File: src/rtl/sdm_pkg.sv
package sdm_pkg;
  localparam int PHASE_BITS = 16;
  localparam int ACC_BITS   = 20;
  localparam int GAIN_BITS  = 4;
  localparam int NINT_BITS  = 8;
  localparam int OFFS_BITS  = 5;
  localparam int OFFS_MIN   = -3;
  localparam int OFFS_MAX   = 4;
endpackage

File: src/rtl/phase_diff.sv
module phase_diff #(
  parameter int PHASE_W = sdm_pkg::PHASE_BITS,
  parameter int ACC_W   = sdm_pkg::ACC_BITS
) (
  input  logic               clk,
  input  logic               rst,
  input  logic [PHASE_W-1:0] phase_in,
  output logic [ACC_W-1:0]   freq_q
);
  localparam int SHIFT = ACC_W - PHASE_W;

  logic [PHASE_W-1:0] prev_q;
  logic [PHASE_W-1:0] step;

  // modulo subtraction: a wrap gives a small signed step
  assign step = phase_in - prev_q;

  always_ff @(posedge clk) begin
    if (rst) begin
      prev_q <= '0;
      freq_q <= '0;
    end else begin
      prev_q <= phase_in;
      freq_q <= {step, {SHIFT{1'b0}}};
    end
  end
endmodule

File: src/rtl/preemph.sv
module preemph #(
  parameter int ACC_W = sdm_pkg::ACC_BITS,
  parameter int K_W   = sdm_pkg::GAIN_BITS
) (
  input  logic                    clk,
  input  logic                    rst,
  input  logic [K_W-1:0]          gain,
  input  logic signed [ACC_W-1:0] x_in,
  output logic signed [ACC_W-1:0] y_q
);
  localparam int D_W   = ACC_W + 1;
  localparam int P_W   = D_W + K_W + 1;
  localparam int S_W   = P_W + 1;
  localparam logic signed [S_W-1:0] Y_MAX = S_W'((64'sd1 <<< (ACC_W-1)) - 1);
  localparam logic signed [S_W-1:0] Y_MIN = -Y_MAX - 1;

  logic signed [ACC_W-1:0] x_prev;
  logic signed [P_W-1:0]   g_ext, d_ext, prod;
  logic signed [S_W-1:0]   sum;

  always_comb begin
    d_ext = P_W'(x_in) - P_W'(x_prev);
    g_ext = $signed({{(P_W-K_W){1'b0}}, gain});
    prod  = g_ext * d_ext;
    sum   = S_W'(x_in) + S_W'(prod >>> 2);
  end

  always_ff @(posedge clk) begin
    if (rst) begin
      x_prev <= '0;
      y_q    <= '0;
    end else begin
      x_prev <= x_in;
      if (sum > Y_MAX)      y_q <= ACC_W'(Y_MAX);
      else if (sum < Y_MIN) y_q <= ACC_W'(Y_MIN);
      else                  y_q <= ACC_W'(sum);
    end
  end

  a_r6_k0_passthrough: assert property (@(posedge clk) disable iff (rst)
    (gain == '0) |=> (y_q == $past(x_in)));
  a_r6_steady_passthrough: assert property (@(posedge clk) disable iff (rst)
    (x_in == x_prev) |=> (y_q == $past(x_in)));
endmodule

File: src/rtl/chan_comb.sv
module chan_comb #(
  parameter int ACC_W  = sdm_pkg::ACC_BITS,
  parameter int NINT_W = sdm_pkg::NINT_BITS
) (
  input  logic                    clk,
  input  logic                    rst,
  input  logic signed [ACC_W-1:0] y_in,
  input  logic [ACC_W-1:0]        frac,
  input  logic [NINT_W-1:0]       nint,
  output logic [ACC_W-1:0]        word_q,
  output logic [NINT_W-1:0]       nint_q
);
  localparam int C_W = ACC_W + 2;
  localparam logic signed [C_W-1:0] TOP = C_W'((64'sd1 <<< ACC_W) - 1);

  logic signed [C_W-1:0] total;

  assign total = $signed({2'b00, frac}) + $signed({{2{y_in[ACC_W-1]}}, y_in});

  always_ff @(posedge clk) begin
    if (rst) begin
      word_q <= '0;
      nint_q <= '0;
    end else begin
      nint_q <= nint;
      if (total < 0)        word_q <= '0;
      else if (total > TOP) word_q <= ACC_W'(TOP);
      else                  word_q <= ACC_W'(total);
    end
  end

  a_r8_clamp_low: assert property (@(posedge clk) disable iff (rst)
    ((frac == '0) && y_in[ACC_W-1]) |=> (word_q == '0));
endmodule

File: src/rtl/mash111.sv
module mash111 #(
  parameter int ACC_W = sdm_pkg::ACC_BITS,
  parameter int OFF_W = sdm_pkg::OFFS_BITS
) (
  input  logic             clk,
  input  logic             rst,
  input  logic [ACC_W-1:0] word,
  output logic [OFF_W-1:0] offset_q
);
  localparam int STAGES = 3;

  logic [ACC_W-1:0] acc_q [STAGES];
  logic [ACC_W:0]   s     [STAGES];
  logic [STAGES-1:0] c;
  logic c2_d, c3_d, c3_dd;
  logic [OFF_W-1:0] off_n;

  genvar g;
  generate
    for (g = 0; g < STAGES; g++) begin : g_stage
      if (g == 0) begin : g_first
        assign s[g] = {1'b0, acc_q[g]} + {1'b0, word};
      end else begin : g_next
        assign s[g] = {1'b0, acc_q[g]} + {1'b0, s[g-1][ACC_W-1:0]};
      end
      assign c[g] = s[g][ACC_W];
      always_ff @(posedge clk) begin
        if (rst) acc_q[g] <= '0;
        else     acc_q[g] <= s[g][ACC_W-1:0];
      end
    end
  endgenerate

  // carry recombination: c1 + d(c2) + d2(c3)
  always_comb begin
    off_n = OFF_W'(c[0]) + OFF_W'(c[1]) - OFF_W'(c2_d)
          + OFF_W'(c[2]) - (OFF_W'(c3_d) << 1) + OFF_W'(c3_dd);
  end

  always_ff @(posedge clk) begin
    if (rst) begin
      c2_d <= 1'b0; c3_d <= 1'b0; c3_dd <= 1'b0;
      offset_q <= '0;
    end else begin
      c2_d  <= c[1];
      c3_d  <= c[2];
      c3_dd <= c3_d;
      offset_q <= off_n;
    end
  end

  a_r2_offset_range: assert property (@(posedge clk) disable iff (rst)
    ($signed(offset_q) >= sdm_pkg::OFFS_MIN) && ($signed(offset_q) <= sdm_pkg::OFFS_MAX));
endmodule

File: src/rtl/phase_sdm_divctl.sv
module phase_sdm_divctl #(
  parameter int PHASE_W = sdm_pkg::PHASE_BITS,
  parameter int ACC_W   = sdm_pkg::ACC_BITS,
  parameter int K_W     = sdm_pkg::GAIN_BITS,
  parameter int NINT_W  = sdm_pkg::NINT_BITS,
  parameter int OFF_W   = sdm_pkg::OFFS_BITS
) (
  input  logic               clk,
  input  logic               rst,
  input  logic [PHASE_W-1:0] phase_in,
  input  logic [K_W-1:0]     emph_gain,
  input  logic [NINT_W-1:0]  chan_int,
  input  logic [ACC_W-1:0]   chan_frac,
  output logic [OFF_W-1:0]   div_offset,
  output logic [NINT_W-1:0]  nominal_n
);
  logic [ACC_W-1:0]        freq;
  logic signed [ACC_W-1:0] boosted;
  logic [ACC_W-1:0]        word;
  logic [NINT_W-1:0]       nint_mid;

  phase_diff #(.PHASE_W(PHASE_W), .ACC_W(ACC_W)) u_diff (
    .clk(clk), .rst(rst), .phase_in(phase_in), .freq_q(freq));

  preemph #(.ACC_W(ACC_W), .K_W(K_W)) u_emph (
    .clk(clk), .rst(rst), .gain(emph_gain), .x_in($signed(freq)), .y_q(boosted));

  chan_comb #(.ACC_W(ACC_W), .NINT_W(NINT_W)) u_comb (
    .clk(clk), .rst(rst), .y_in(boosted), .frac(chan_frac), .nint(chan_int),
    .word_q(word), .nint_q(nint_mid));

  mash111 #(.ACC_W(ACC_W), .OFF_W(OFF_W)) u_mash (
    .clk(clk), .rst(rst), .word(word), .offset_q(div_offset));

  always_ff @(posedge clk) begin
    if (rst) nominal_n <= '0;
    else     nominal_n <= nint_mid;
  end

  logic [1:0] settle_q;
  always_ff @(posedge clk) begin
    if (rst)                 settle_q <= '0;
    else if (settle_q != 2'd2) settle_q <= settle_q + 2'd1;
  end

  a_r1_cleared_after_reset: assert property (@(posedge clk)
    ($past(rst) && !rst) |-> ((div_offset == '0) && (nominal_n == '0)));
  a_r9_nominal_align: assert property (@(posedge clk) disable iff (rst)
    (settle_q == 2'd2) |-> (nominal_n == $past(chan_int, 2)));
endmodule

File: config.mk
export PLATFORM = sky130hd
export DESIGN_NAME = phase_sdm_divctl
export DESIGN_NICKNAME = d
export VERILOG_FILES = /design/src/rtl/sdm_pkg.sv /design/src/rtl/phase_diff.sv /design/src/rtl/preemph.sv /design/src/rtl/chan_comb.sv /design/src/rtl/mash111.sv /design/src/rtl/phase_sdm_divctl.sv
export SDC_FILE = /design/constraint.sdc
export NUM_CORES = 1
export LEC_CHECK = 0
export CORE_ASPECT_RATIO = 1.2
export CORE_MARGIN = 2
export CORE_UTILIZATION = 56
export DETAILED_ROUTE_END_ITERATION = 8
export PLACE_DENSITY = 0.78
export SYNTH_ARGS = -nofsm -noshare
export SYNTH_HDL_FRONTEND = slang
export SYNTH_SLANG_ARGS = --single-unit
File: constraint.sdc
create_clock -name clk -period 7.9 [get_ports clk]
set_input_delay 1.58 -clock clk [delete_from_list [all_inputs] [get_ports clk]]
set_output_delay 1.58 -clock clk [all_outputs]
set_load 0.005 [all_outputs]
# --- Yosys cells after proc, flatten, opt, wreduce, memory -nomap -nowiden ---
# Memories as Yosys holds them, arrays and structs flattened.
# Cells that the tools add are included.
totals:
  ff_bits: 120
  memories: 1
  output_inout_bits: 13
  elab_cells: 45
  ram_bits: 60
  input_bits: 50
memory_table:
  columns: ["name", "depth", "width", "read_ports", "rd_ports_with_merged_regs", "write_ports", "line", "source"]
  rows:
  - ["u_mash.acc_q", 3, 20, 3, 0, 3, "mash111.sv:12", "logic [ACC_W-1:0] acc_q [STAGES];"]
classes:
  n_mux: 9
  multipliers: 1
  add_sub_neg: 12
  bitwise: 3
  order_cmp: 4
  reduce_logical: 2
ops:
  columns: ["cell", "count"]
  rows:
  - ["20-bit two-way mux", 5]
  - ["20-bit by 20-bit adder with 21-bit output", 3]
  - ["27-bit by 20-bit greater-than comparator with 1-bit output, second input constant", 1]
  - ["27-bit by 20-bit < comparator with 1-bit output, second input constant", 1]
  - ["5-bit by 21-bit multiplier with 26-bit output", 1]
  - ["20-bit by 24-bit adder with 25-bit output", 1]
  - ["21-bit by 20-bit adder with 22-bit output", 1]
  - ["22-bit by 21-bit greater-than comparator with 1-bit output, second input constant", 1]
  - ["22-bit by 1-bit < comparator with 1-bit output, second input constant", 1]
  - ["20-bit by 20-bit subtractor with 21-bit output", 1]
  - ["19-bit two-way mux", 1]
  - ["16-bit subtractor", 1]
  - ["5-bit by 1-bit adder with 5-bit output", 2]
  - ["5-bit by 1-bit subtractor with 5-bit output", 1]
  - ["5-bit by 2-bit subtractor with 5-bit output", 1]
  - ["2-bit OR reduction", 2]
  - ["1-bit two-way mux", 3]
  - ["1-bit bitwise OR", 3]
  - ["1-bit by 1-bit adder with 2-bit output", 1]

# --- Logic depth before layout (Yosys ltp) ---
# An unclocked memory read counts as a cell.
depth:
  word_depth: 8
  depth_mapped: 38

# --- Hierarchy ---
# A second synthesis with hierarchy kept.
hier_totals:
  cells_unflattened: 1795
  hier_area_um2: 15347.2
by_module_without_submodules:
  columns: ["module", "area_each_um2", "instances", "seq_area_each_um2", "cells_per_inst"]
  rows:
  - ["preemph", 6587.6, 1, 800.8, 820]
  - ["mash111", 4785.8, 1, 1361.3, 540]
  - ["chan_comb", 2067.0, 1, 560.5, 230]
  - ["phase_diff", 1696.6, 1, 640.6, 189]
  - ["phase_sdm_divctl", 210.2, 1, 160.2, 16]

# --- Worst setup path before layout ---
# No wires, ideal clock.
synth_timing:
  kind: "input to register"
  from: "input emph_gain[3]"
  to: "register u_emph.y_q[17]"
  t_arrival_ns: 7.528
  required_ns: 7.786
  stages: 28
  setup_time_ns: 0.114
  setup_slack_ns: 0.258
  n_path_buf: 5
  path_cell_list: "clkbuf_1 clkbuf_1 and2_1 ha_1 fa_1 inv_1 fa_1 inv_1 ha_1 o21a_1 o21ai_0 o31ai_1 a21o_1 a2111o_1 a31oi_1 xnor2_1 ha_1 clkbuf_1 and2_1 a31o_2 a21oi_1 o21ai_0 a21oi_1 xnor2_1 o41a_1 buf_6 buf_6 a21o_1"
synth_via:
  elab_chain_cells: 5
synth_lines:
  columns: ["item", "line", "source"]
  rows:
  - ["from (decl)", "phase_sdm_divctl.sv:11", "input logic [K_W-1:0] emph_gain,"]
  - ["5-bit by 21-bit multiplier with 26-bit output (*)", "preemph.sv:24", "prod = g_ext * d_ext;"]
  - ["20-bit by 24-bit adder with 25-bit output (*)", "preemph.sv:25", "sum = S_W'(x_in) + S_W'(prod >>> 2);"]
  - ["27-bit by 20-bit < comparator with 1-bit output", "preemph.sv:35", "else if (sum < Y_MIN) y_q <= ACC_W'(Y_MIN);"]
  - ["20-bit two-way mux", "preemph.sv:35", null]
  - ["19-bit two-way mux (*)", "preemph.sv:34", "if (sum > Y_MAX) y_q <= ACC_W'(Y_MAX);"]
  - ["to (signal assigned)", "preemph.sv:34", null]
  - ["to (signal assigned)", "preemph.sv:35", null]
  - ["to (signal assigned)", "preemph.sv:36", "else y_q <= ACC_W'(sum);"]
  - ["to (decl)", "preemph.sv:9", "output logic signed [ACC_W-1:0] y_q"]
# Mark *: on every way between the ends. The rest lies on a longest branch, timed or not.
# A chain may end at the register's enable or synchronous reset.

# --- Final worst setup path ---
layout_timing:
  from: "register u_diff.freq_q[4]"
  to: "register u_emph.y_q[15]"
layout_via:
  elab_chain_cells: 6
layout_lines:
  columns: ["item", "line", "source"]
  rows:
  - ["from (decl)", "phase_diff.sv:8", "output logic [ACC_W-1:0] freq_q"]
  - ["from (signal assigned)", "phase_diff.sv:24", "freq_q <= {step, {SHIFT{1'b0}}};"]
  - ["20-bit by 20-bit subtractor with 21-bit output", "preemph.sv:22", "d_ext = P_W'(x_in) - P_W'(x_prev);"]
  - ["5-bit by 21-bit multiplier with 26-bit output", "preemph.sv:24", null]
  - ["20-bit by 24-bit adder with 25-bit output (*)", "preemph.sv:25", null]
  - ["27-bit by 20-bit < comparator with 1-bit output", "preemph.sv:35", null]
  - ["20-bit two-way mux", "preemph.sv:35", null]
  - ["19-bit two-way mux (*)", "preemph.sv:34", null]
# Marked as above.

==> metrics.cfg <==
[status]
outcome=finished, final reports clean

[global_route]
grt_pass1_wl_mm=47.0
grt_start_max_net_pins=102
overflow=0
grt_pass1_vias=10200
grt_usage=0.232
antenna_found_initial=0

[logic_synthesis]
yosysWarnings=0
seq_area_frac_synth=0.260
synth_area_um2=13100
syn_avg_cell_area_um2=8.57
synth_edf_count=0
postSynthCellCount=1527
synth-async-reset-ratio=0
ys_types=69
synthFlopType=dfxtp_1
ys_ff_latch=170
syn-num-nets=1799

[layout]
num-fill-cells=1957
drive_gt1_frac=0.0668
syn_to_final_growth_pct=13.3
nets=1876
most-common-layout-cells=178 x ha_1, 170 x dfxtp_1, 151 x inv_1
final_common_cell=ha_1
antenna_cells=0

[setup_path]
worstRegToRegCells=34
crit_buf_inv=4
startpoint_type=register
end_kind=register
worst-path-stages=34
crit_top_cell=ha_1
cp_top_family=compound AO/OA/AOI/OAI gates
cp_slowest_cell=fa_1
worstPathRequired_ns=8.22
crit_fanout=18
worst_ep_arrival_time_ns=7.80
critPathKind=reg2reg
critical-path-max-stage-delay_ns=0.53

[drt]
wl_mm=27.8
ant_nets=0
wl_per_cell_um=14.4
drt_pass1_iterations=5
drt_iter0_drc=543
vias_per_cell=5.49
drc=0
num_vias=10600

[sta]
clock_skew_ns=0.0105
min_period_ns=7.48
fin_tns_setup_ns=0
max-slew-margin-rel=0.308
setup_viol=0
tightest_slew_ns=1.04
clock.fmax_mhz=134
hold_viol=0
holdWs_ns=0.438
period_share=0.947
slew_violations=0

[clocking]
hold_buffers=0
numCtsBuffers=17
clockBufferDepth=2
cts_tree=done
cts_root_buf=clkbuf_16
path_clk_slew_ns=0.06
cts.sinks=170
insertion_delay_ns=0.43
cts_max_level=4

[placed_design]
numPortBuffers=62
dpl.hpwl_mm=21.8
gp_congestion=0.902

[min_path]
hold_depth=1
min_path_type=reg2reg

[die]
core.rowCount=61
io-pin-count=63
core_area_um2=23000
start_util=0.568
chipHeight_um=171
die_w_um=144
dieArea_um2=24600

[job]
maxCapViolations=0

logic make-up after synthesis:
logic type	after synthesis	share of synthesized area
AO/OA/AOI/OAI	339	0.171
AND/OR/NAND/NOR	488	0.195
flip-flops	170	0.260
buffers and inverters	190	0.0572
adder cells (fa/ha/maj)	222	0.237
multiplexers	3	0.00248
XOR/XNOR	115	0.0769
Yosys cell counts, types with 3 or more instances:
cell / number / area, um2
nor3_1: 39 / 195
buf_6: 3 / 33.8
o21ai_0: 42 / 210
xor2_1: 39 / 342
a31oi_1: 21 / 131
o21a_1: 16 / 120
o211ai_1: 9 / 67.6
o41ai_1: 3 / 26.3
nand2b_1: 23 / 144
nor2b_1: 114 / 713
nor3b_1: 5 / 37.5
a21oi_1: 103 / 515
nor2_1: 98 / 368
o22ai_1: 5 / 31.3
nand2_1: 77 / 289
and3_1: 13 / 81.3
a21boi_0: 8 / 60.1
o31a_1: 3 / 26.3
clkbuf_1: 25 / 93.8
a211oi_1: 14 / 105
a21o_1: 48 / 360
nand4_1: 6 / 37.5
or3_1: 13 / 81.3
and2_1: 51 / 319
or2_2: 10 / 62.6
a31o_2: 9 / 78.8
o21ai_1: 4 / 20.0
a311oi_1: 4 / 35.0
a41oi_1: 3 / 26.3
xnor2_1: 76 / 666
o21bai_1: 13 / 97.6
buf_2: 7 / 35.0
o31ai_1: 8 / 60.1
a2111o_1: 3 / 33.8
nand4b_1: 3 / 26.3
inv_1: 151 / 567
nand3_1: 30 / 150
ha_1: 178 / 2230
dfxtp_1: 170 / 3400
fa_1: 44 / 881
worst register-to-register path, delay by kind of cell (launching register included):
family                     cells  cell delay (ns)
buffers and inverters          4             0.32
xor gates and xnor gates       3             0.44
adders and majority gates      7             2.52
and+or+nand+nor                3             0.56
DFF                            1             0.33
AOI/OAI and AO/OA             17             3.19
layout make-up:
class | instances | area, um2 | share of cell area
clock buffers | 19 | 453 | 0.0305
clock inverters | 12 | 115 | 0.00776
inverters | 152 | 571 | 0.0385
multi-input cells | 1167 | 9020 | 0.608
flip-flops and latches | 170 | 3400 | 0.229
well taps | 315 | 394 | 0.0266
repair buffers | 96 | 877 | 0.0591
per-layer routing:
layer  up-vias  GRT usage  routed length [um]
met4         0     0.0537                 371
met3        30     0.0398                1080
li1       5403          -                   -
met5         -          0                   0
met1      4977      0.304               12900
met2       193      0.398               13400
worst paths after layout:
path,from,slack [ns],to
worst max register to register,u_diff.freq_q[4],0.42,u_emph.y_q[15]
worst min-delay path,u_comb.nint_q[4],0.44,nominal_n[4]
worst max-delay path,u_diff.freq_q[4],0.42,u_emph.y_q[15]
worst min register to register,u_comb.nint_q[4],0.44,nominal_n[4]
per-stage QoR:
step           setup slack (ns)   util  cells  instance area [um2]
2_1_floorplan             0.258      -   1527                13100
3_3_place_gp            -0.0448  0.615   1898                14200
3_5_place_dp             -0.132  0.615   1898                14200
4_1_cts                  0.0793  0.640   1929                14700
5_1_grt                -0.00940  0.644   1931                14800
6_report                  0.421  0.644   1931                14800
registers in the layout (all words and copies together) (netlist names):
name	cells
u_emph.x_prev	16
u_comb.word_q	20
u_mash.c3_dd	1
u_diff.freq_q	16
u_mash.acc_q	60
u_mash.c3_d	1
nominal_n	8
u_mash.c2_d	1
u_diff.prev_q	16
u_comb.nint_q	8
u_mash.offset_q	4
u_emph.y_q	19
repair_timing:
action / in CTS / in global routing
setup endpoints to repair: 17 / 18
setup buffers: 0 / 2
resized for setup: 2 / 20
pin swaps: 0 / 6
Power is left out: the tool's default activity adds up to more than one toggle a clock period on the data nets, which glitch-free logic cannot reach.
